--- config.mk ---
export PLATFORM = sky130hd
export DESIGN_NAME = mash_cic_decim
export DESIGN_NICKNAME = d
export VERILOG_FILES = /design/src/rtl/mash_cic_pkg.sv /design/src/rtl/mash_nc.sv /design/src/rtl/cic_integ.sv /design/src/rtl/cic_comb.sv /design/src/rtl/decim_ctr.sv /design/src/rtl/mash_cic_decim.sv
export SDC_FILE = /design/constraint.sdc
export NUM_CORES = 1
export LEC_CHECK = 0
export ABC_CLOCK_PERIOD_IN_PS = 8290
export BUFFER_PORTS_ARGS = -buffer_cell sky130_fd_sc_hd__buf_2
export CAP_MARGIN = 40
export CORE_MARGIN = 2
export CORE_UTILIZATION = 40
export CTS_BUF_LIST = sky130_fd_sc_hd__clkbuf_4 sky130_fd_sc_hd__clkbuf_8 sky130_fd_sc_hd__clkbuf_16
export CTS_CLUSTER_DIAMETER = 100
export CTS_CLUSTER_SIZE = 12
export DETAILED_ROUTE_END_ITERATION = 16
export SLEW_MARGIN = 25
export SYNTH_ARGS = -nofsm -noshare
export SYNTH_HDL_FRONTEND = slang
export SYNTH_SLANG_ARGS = --single-unit
--- constraint.sdc ---
create_clock -name clk -period 8.29 [get_ports clk]
set_input_delay 1.658 -clock clk [delete_from_list [all_inputs] [get_ports clk]]
set_output_delay 1.658 -clock clk [all_outputs]
set_load 0.02 [all_outputs]
--- src/rtl/mash_cic_pkg.sv ---
package mash_cic_pkg;

  // width of the merged cancellation sample (range -5..+5)
  localparam int unsigned NC_W = 4;

  typedef logic signed [1:0] pm1_t;

  function automatic pm1_t bit_to_pm1(input logic b);
    return b ? 2'sb01 : 2'sb11;
  endfunction

  function automatic logic signed [NC_W-1:0] pm1_ext(input pm1_t v);
    return {{(NC_W-2){v[1]}}, v};
  endfunction

endpackage

--- src/rtl/mash_nc.sv ---
module mash_nc
  import mash_cic_pkg::*;
(
  input  logic                   clk,
  input  logic                   rst_n,
  input  logic                   bit_s1,
  input  logic                   bit_s2,
  output logic signed [NC_W-1:0] nc_val
);

  pm1_t s1_q,  s1_d;
  pm1_t s2_q1, s2_d1;
  pm1_t s2_q2, s2_d2;
  pm1_t s2_now;

  always_comb begin
    s2_now = bit_to_pm1(bit_s2);
    s1_d   = bit_to_pm1(bit_s1);
    s2_d1  = s2_now;
    s2_d2  = s2_q1;
    // coarse loop delayed by one, fine loop through a double difference
    nc_val = pm1_ext(s1_q) + pm1_ext(s2_now)
           - (pm1_ext(s2_q1) <<< 1) + pm1_ext(s2_q2);
  end

  always_ff @(posedge clk or negedge rst_n) begin
    if (!rst_n) begin
      s1_q  <= '0;
      s2_q1 <= '0;
      s2_q2 <= '0;
    end else begin
      s1_q  <= s1_d;
      s2_q1 <= s2_d1;
      s2_q2 <= s2_d2;
    end
  end

endmodule

--- src/rtl/cic_integ.sv ---
module cic_integ #(
  parameter int unsigned IN_W  = 4,
  parameter int unsigned OUT_W = 28,
  parameter int unsigned SHIFT = 0
) (
  input  logic                    clk,
  input  logic                    rst_n,
  input  logic signed [IN_W-1:0]  din,
  output logic signed [OUT_W-1:0] dout
);

  localparam int unsigned EXT_W = (IN_W > OUT_W + SHIFT) ? IN_W : OUT_W + SHIFT;

  logic signed [EXT_W-1:0] din_ext;
  logic signed [OUT_W-1:0] term;
  logic signed [OUT_W-1:0] acc_q, acc_d;

  always_comb begin
    din_ext = EXT_W'(din);
    term    = OUT_W'(din_ext >>> SHIFT);
    acc_d   = acc_q + term;          // modular wrap is intended
  end

  always_ff @(posedge clk or negedge rst_n) begin
    if (!rst_n) acc_q <= '0;
    else        acc_q <= acc_d;
  end

  assign dout = acc_q;

endmodule

--- src/rtl/cic_comb.sv ---
module cic_comb #(
  parameter int unsigned IN_W  = 28,
  parameter int unsigned OUT_W = 22,
  parameter int unsigned SHIFT = 6
) (
  input  logic                    clk,
  input  logic                    rst_n,
  input  logic                    en,
  input  logic signed [IN_W-1:0]  din,
  output logic signed [OUT_W-1:0] dout
);

  localparam int unsigned EXT_W = (IN_W > OUT_W + SHIFT) ? IN_W : OUT_W + SHIFT;

  logic signed [EXT_W-1:0] din_ext;
  logic signed [OUT_W-1:0] term;
  logic signed [OUT_W-1:0] dly_q, dly_d;

  always_comb begin
    din_ext = EXT_W'(din);
    term    = OUT_W'(din_ext >>> SHIFT);
    dly_d   = en ? term : dly_q;
    dout    = term - dly_q;
  end

  always_ff @(posedge clk or negedge rst_n) begin
    if (!rst_n) dly_q <= '0;
    else        dly_q <= dly_d;
  end

endmodule

--- src/rtl/decim_ctr.sv ---
module decim_ctr #(
  parameter int unsigned RATIO = 64
) (
  input  logic clk,
  input  logic rst_n,
  output logic strobe
);

  localparam int unsigned CNT_W = $clog2(RATIO);

  logic [CNT_W-1:0] cnt_q, cnt_d;

  always_comb begin
    strobe = (cnt_q == CNT_W'(RATIO - 1));
    cnt_d  = strobe ? '0 : cnt_q + 1'b1;
  end

  always_ff @(posedge clk or negedge rst_n) begin
    if (!rst_n) cnt_q <= '0;
    else        cnt_q <= cnt_d;
  end

  AST_STROBE_GAP: assert property (@(posedge clk) disable iff (!rst_n) strobe |=> !strobe);

endmodule

--- src/rtl/mash_cic_decim.sv ---
module mash_cic_decim
  import mash_cic_pkg::*;
#(
  parameter int unsigned RATIO = 64,
  parameter int unsigned NSTG  = 4,
  parameter int unsigned RES_W = 14,
  parameter int unsigned PRUNE [2*NSTG] = '{0, 0, 0, 2, 6, 8, 10, 11}
) (
  input  logic                    clk,
  input  logic                    rst_n,
  input  logic                    mod_s1,
  input  logic                    mod_s2,
  output logic signed [RES_W-1:0] res_data,
  output logic                    res_valid,
  output logic                    res_settling
);

  localparam int unsigned ACC_W    = NC_W + NSTG * $clog2(RATIO);
  localparam int unsigned LAST     = 2 * NSTG - 1;
  localparam int unsigned OUT_SH   = ACC_W - RES_W - PRUNE[LAST];
  localparam int unsigned SETTLE_W = $clog2(NSTG + 1);

  logic signed [NC_W-1:0] nc_val;
  logic                   strobe;

  mash_nc u_nc (
    .clk    (clk),
    .rst_n  (rst_n),
    .bit_s1 (mod_s1),
    .bit_s2 (mod_s2),
    .nc_val (nc_val)
  );

  decim_ctr #(.RATIO(RATIO)) u_ctr (
    .clk    (clk),
    .rst_n  (rst_n),
    .strobe (strobe)
  );

  for (genvar k = 0; k < 2 * NSTG; k++) begin : g_stg
    localparam int unsigned W = ACC_W - PRUNE[k];
    logic signed [W-1:0] q;
    if (k == 0) begin : g_head
      cic_integ #(.IN_W(NC_W), .OUT_W(W), .SHIFT(PRUNE[0])) u_int (
        .clk(clk), .rst_n(rst_n), .din(nc_val), .dout(q)
      );
    end else if (k < NSTG) begin : g_int
      cic_integ #(.IN_W(ACC_W - PRUNE[k-1]), .OUT_W(W),
                  .SHIFT(PRUNE[k] - PRUNE[k-1])) u_int (
        .clk(clk), .rst_n(rst_n), .din(g_stg[k-1].q), .dout(q)
      );
    end else begin : g_comb
      cic_comb #(.IN_W(ACC_W - PRUNE[k-1]), .OUT_W(W),
                 .SHIFT(PRUNE[k] - PRUNE[k-1])) u_comb (
        .clk(clk), .rst_n(rst_n), .en(strobe), .din(g_stg[k-1].q), .dout(q)
      );
    end
  end

  logic signed [RES_W-1:0] res_fit, res_q, res_d;
  logic                    valid_q, valid_d;
  logic                    settle_q, settle_d;
  logic [SETTLE_W-1:0]     scnt_q, scnt_d;
  logic                    scnt_low;

  always_comb begin
    res_fit  = RES_W'(g_stg[LAST].q >>> OUT_SH);
    scnt_low = (scnt_q < SETTLE_W'(NSTG));
    res_d    = strobe ? res_fit : res_q;
    valid_d  = strobe;
    settle_d = strobe ? scnt_low : settle_q;
    scnt_d   = (strobe && scnt_low) ? scnt_q + 1'b1 : scnt_q;
  end

  always_ff @(posedge clk or negedge rst_n) begin
    if (!rst_n) begin
      res_q    <= '0;
      valid_q  <= 1'b0;
      settle_q <= 1'b1;
      scnt_q   <= '0;
    end else begin
      res_q    <= res_d;
      valid_q  <= valid_d;
      settle_q <= settle_d;
      scnt_q   <= scnt_d;
    end
  end

  assign res_data     = res_q;
  assign res_valid    = valid_q;
  assign res_settling = settle_q;

  AST_VALID_PULSE:  assert property (@(posedge clk) disable iff (!rst_n) res_valid |=> !res_valid);
  AST_DATA_HOLD:    assert property (@(posedge clk) disable iff (!rst_n) !res_valid |-> $stable(res_data));
  AST_SETTLE_STAY:  assert property (@(posedge clk) disable iff (!rst_n) !res_settling |=> !res_settling);
  AST_SETTLE_DROP:  assert property (@(posedge clk) disable iff (!rst_n) $fell(res_settling) |-> res_valid);

endmodule

==> metrics.txt, run 1 <==
status complete, no violations; Initial Util 40.4%; WS Path Type flop to flop; slew margin rel. 47.3%; first-pass GRT wire length 48000 um; Critical Path RT 8740 ps; cts bufs inserted 22; Final Critical Period 6980 ps; Tcrit/Tclk final 84.2%; Worst Skew 19.7 ps; die width 196 um; Die H 196 um; Netlist cell types 71; 1st-iter DRT viols 466; final setup fails 0; compound-cell area share of the yosys netlist 19.4%; fraction of layout instances using a drive strength above 1 5.45%; number of standard cells after synthesis 1594; Clock Sinks 217; via count 10900; CP max FO 5; sequential area share after synthesis 37.0%; root buffer cell clkbuf_16; post-synthesis mux area share 0.554%; most common cell after layout, fill and taps aside dfrtp_1; antenna-violating nets left 0; mapped cell area 14700 um2; largest family of logic cells by synthesized area compound AO/OA/AOI/OAI gates; RSZ-0062 raised after global routing no; setup total negative slack 0 ps; Avg Inst Size Synth 9.21 um2; CP Launch Type flop; vias in the first global route 10700; most frequent cells in the layout dfrtp_1 (216), ha_1 (182), o21ai_0 (141); Least-Margin Pin Slew 778 ps; Layout area overhead 9.48%; largest net degree at the start of global routing 75; Synth Flop Type dfrtp_1; Hold-fix buffers, CTS 0; Rows 70; Final nets 1818; Worst Hold Class flop to flop; CTS tree built; Mapped Nets 1788; Critical-path top delay cell or4b_1; vias per std cell 5.17; final wirelength 26800 um; Placer Congestion 0.830; XOR/XNOR Fraction of Synth Area 8.90%; asr flop ratio synth 100%; CP endpoint kind flop; DIE AREA 38300 um2; Post-synth EDFFs 0; FMAX 143 MHz; Worst-Skew Late Latency 520 ps; post-synthesis simple-gate area fraction 13.4%; Overflow after GRT 0; synth warn 0; post-synthesis adder-cell area fraction 16.6%; Avg WL per Cell 12.8 um; hpwl dp 20400 um; initial antenna violation count 0; Slew Limit Fails 0; # H-tree levels 1; core area 36300 um2; Clock Tree Buf Depth 3; Tot GR Track Use 14.5%; Reg clk slew, reported paths 70 ps; ant diodes 0; Top Ports 20; I/O Buffers 19; drt drc 0; first-pass iteration count of the detailed router 4; final-report hold violation count 0; Max Cap Viol 0; CP peak stage delay 520 ps; setup bufs post-CTS 0; PostCTS Resize Cnt 0; Worst EP arrival 7430 ps; post-synthesis register bit count 217
==> cell type report <==
class                      count  area (um2)
fill                        3508       20300
multi-input combinational   1217        8660
sequential                   217        5430
clock buffer                  33         651
tap                          468         586
inverter                     138         519
timing repair buffer          28         214
clock inverter                 1        11.3
==> final timing paths <==
kind                                                    from                            end  slack (ps)  cells after the start
worst max register to register  g_stg[3].g_int.u_int.dout[5]                   res_data[13]        1310                     29
worst max-delay path            g_stg[3].g_int.u_int.dout[5]                   res_data[13]        1310                     29
min in group asynchronous                              rst_n                      scnt_q[0]        1100                      1
worst min-delay path                           u_nc.s2_d2[1]                  u_nc.s2_q2[1]         390                      0
max in group asynchronous                              rst_n  g_stg[2].g_int.u_int.dout[26]        6010                      3
worst min register to register                 u_nc.s2_d2[1]                  u_nc.s2_q2[1]         390                      0
==> registers in the layout, summed over array words and instances, names as in the netlist <==
name / count
u_nc.s1_q: 2
u_ctr.cnt_q: 6
res_data: 14
scnt_q: 3
g_stg.g_head.u_int.dout: 28
res_settling: 1
res_valid: 1
u_nc.s2_q2: 2
u_nc.s2_d2: 1
g_stg.g_comb.u_comb.dly_q: 77
g_stg.g_int.u_int.dout: 82
==> metal layers <==
layer	share of wire (%)	global-route usage, %	vias up
li1	-	-	5674
met1	49	18.9	5053
met2	46	25.4	108
met3	2.4	2.11	40
met4	2.1	3.68	0
met5	0	0	-
==> logic make-up after synthesis <==
group | count (synthesis)
AO/OA/AOI/OAI | 451
AND/OR/NAND/NOR | 422
flip-flops | 217
adder cells (fa/ha/maj) | 190
buffers and inverters | 160
XOR/XNOR | 146
multiplexers | 7
other | 1
==> cells in the mapped netlist, types with 9 or more instances <==
cell type / count / share of area (%)
nor2_1: 113 / 2.9
o21ai_0: 141 / 4.8
dfrtp_1: 216 / 37
o21bai_1: 16 / 0.82
xor2_1: 50 / 3.0
and3_1: 17 / 0.72
nand3_1: 26 / 0.89
clkbuf_1: 21 / 0.54
ha_1: 182 / 16
inv_1: 138 / 3.5
o21ai_1: 9 / 0.31
o31ai_1: 11 / 0.56
nand2_1: 136 / 3.5
nand2b_1: 21 / 0.89
nor2b_1: 30 / 1.3
xnor2_1: 94 / 5.6
a21o_1: 60 / 3.1
a21oi_1: 101 / 3.4
a211oi_1: 11 / 0.56
nor3_1: 36 / 1.2
o21a_1: 30 / 1.5
==> worst max-delay path: cells and delay by family (launching register included) <==
| kind | cells | cell delay [ps] |
|---|---|---|
| compound gates | 13 | 2830 |
| simple gates | 6 | 1450 |
| fa+ha+maj | 4 | 1030 |
| xor+xnor | 5 | 900 |
| flops | 1 | 400 |
| mux | 1 | 310 |
==> metrics by stage <==
stage	setup WS [ps]	util [%]	instance area (um2)	instances	hold WS, ps
after floorplan	1640	-	14700	1594	354
after global placement	1430	42.2	15300	2064	384
after detailed placement	1240	42.4	15400	2067	382
after CTS	1240	44.2	16100	2101	404
after global routing	755	44.2	16100	2102	409
final	1310	44.2	16100	2102	392
Power of run 1 is left out: the tool's default activity adds up to more than one toggle a clock period on the data nets, which glitch-free logic cannot reach.
==> run 2: changes to the inputs <==
--- a/config.mk
+++ b/config.mk
@@ -5,7 +5,7 @@
 export SDC_FILE = /design/constraint.sdc
 export NUM_CORES = 1
 export LEC_CHECK = 0
-export ABC_CLOCK_PERIOD_IN_PS = 8290
+export ABC_CLOCK_PERIOD_IN_PS = 5970
 export BUFFER_PORTS_ARGS = -buffer_cell sky130_fd_sc_hd__buf_2
 export CAP_MARGIN = 40
 export CORE_MARGIN = 2
==> constraint.sdc (replaced) <==
create_clock -name clk -period 5.97 [get_ports clk]
set_input_delay 1.194 -clock clk [delete_from_list [all_inputs] [get_ports clk]]
set_output_delay 1.194 -clock clk [all_outputs]
set_load 0.02 [all_outputs]
==> run 2 against run 1 <==
  * The flow now finishes with violations (negative setup slack)
  * Final cell count rose by 5.2%
  * Non-clock buffer count grew 110
  * Die area did not move
  * Register-to-register slack got worse by 1500 ps
  * Flip-flop and latch count unchanged
  * Clock-buffer cell count is 1 lower
  * Global-route usage up 0.44 points
  * Design area is 7.3% higher
  * First-iteration DRC count down 21%
  * Worst setup slack worse by 1500 ps
  * Critical path depth grew 2
  * Wire length up 3.6%
  * Largest cell class unchanged
==> metrics.txt, run 2 (synthesis results as in run 1) <==
vias per std cell 5.04; Clock Sinks 217; area occupied by multi-input gates 9020 um2; Least-Margin Pin Slew 761 ps; failing checks negative setup slack; most common cell after layout, fill and taps aside dfrtp_1; Final nets 1928; slew margin rel. 47.9%; fraction of layout instances using a drive strength above 1 14.5%; largest net degree at the start of global routing 132; Top Usage Layer GRT met2; Worst EP arrival 6600 ps; crit-path most repeated cell ha_1; WS Path Type flop to flop; CP Launch Type flop; Die H 196 um; setup total negative slack -363 ps; final setup fails 2; ant diodes 0; Worst-Skew Late Latency 520 ps; Layout area overhead 17.5%; Overflow after GRT 0; fill count 3378; die width 196 um; grt met1 use 18.8%; Tcrit/Tclk final 103%; RSZ-0062 raised after global routing yes; Slew Limit Fails 0; Rows 70; Initial Util 40.4%; status complete, but fails checks; WHS Path Cells 0; Top Ports 20; antenna-violating nets left 0; CP max FO 4; Max Cap Viol 0; CP peak stage delay 420 ps; CTS tree built; Placer Congestion 0.851; vias in the first global route 11100; via count 11100; cts bufs inserted 22; first-pass iteration count of the detailed router 4; Reg clk slew, reported paths 60 ps; first-pass GRT wire length 49300 um; reg2reg path depth 31; drt drc 0; final wirelength 27800 um; Critical Path RT 6410 ps; Tot GR Track Use 15.0%; initial antenna violation count 0; fin worst setup slack -183 ps; grt met3 use 1.95%; GR Util met2 26.9%; max FFs per register 82; final-report hold violation count 0; DIE AREA 38300 um2; Avg WL per Cell 12.6 um; core area 36300 um2; FMAX 163 MHz; I/O Buffers 19; most frequent cells in the layout dfrtp_1 (216), ha_1 (174), inv_1 (136); 1st-iter DRT viols 366; Clock Tree Buf Depth 3; Worst Skew 15.5 ps; hpwl dp 20200 um; Hold-fix buffers, CTS 0; # H-tree levels 1; root buffer cell clkbuf_16; CP endpoint kind flop; r2r setup slk -180 ps; Critical-path top delay cell a2111oi_4; Final Critical Period 6150 ps; FF+latch area 5430 um2; Worst Hold Class flop to flop
[run 2: timing repair]
item | CTS | global route
setup endpoints to repair | 6 | 8
resized for setup | 44 | 30
pin swaps | 53 | 24
setup buffers | 11 | 3
gates cloned | 0 | 0
[run 2: layout make-up]
cell class                 instances  share of cell area (%)
multi-input combinational       1217                    52.3
clock buffer                      32                    3.73
tap                              468                    3.40
clock inverter                     1                  0.0653
inverter                         138                    3.01
timing repair buffer             138                    6.02
sequential                       217                    31.5
[run 2: through the flow]
step / setup slack, ps / cells / cell area (um2) / hold WS (ps) / util [%]
floorplan: -171 / 1594 / 14700 / 354 / -
global placement: -349 / 2164 / 16100 / 375 / 44.4
detailed placement: -476 / 2164 / 16100 / 376 / 44.4
CTS: -242 / 2207 / 17000 / 397 / 46.9
global route: -589 / 2211 / 17200 / 401 / 47.4
finish: -183 / 2211 / 17200 / 391 / 47.4
[run 2: critical path: cells and delay by family, from the launching register on]
kind	cells	cell delay [ps]
adder cells (fa/ha/maj)	4	1030
XOR/XNOR	5	850
AND/OR/NAND/NOR	11	1500
buffers and inverters	1	130
flip-flops	1	400
AO/OA/AOI/OAI	10	2180
[run 2: layer usage]
layer | share of wire [%] | wire, um
met1 | 48 | 13400
met2 | 47 | 13100
met3 | 2.2 | 613
met4 | 2.5 | 705
met5 | 0 | 0
[run 2: final timing paths]
kind                                                    from                       endpoint
worst min register to register                 u_nc.s2_d2[1]                  u_nc.s2_q2[1]
max in group asynchronous                              rst_n  g_stg[0].g_head.u_int.dout[8]
worst min-delay path                           u_nc.s2_d2[1]                  u_nc.s2_q2[1]
worst max-delay path            g_stg[3].g_int.u_int.dout[5]                   res_data[13]
min in group asynchronous                              rst_n                      scnt_q[1]
worst max register to register  g_stg[3].g_int.u_int.dout[5]                   res_data[13]
Power of run 2 is left out for the same reason.
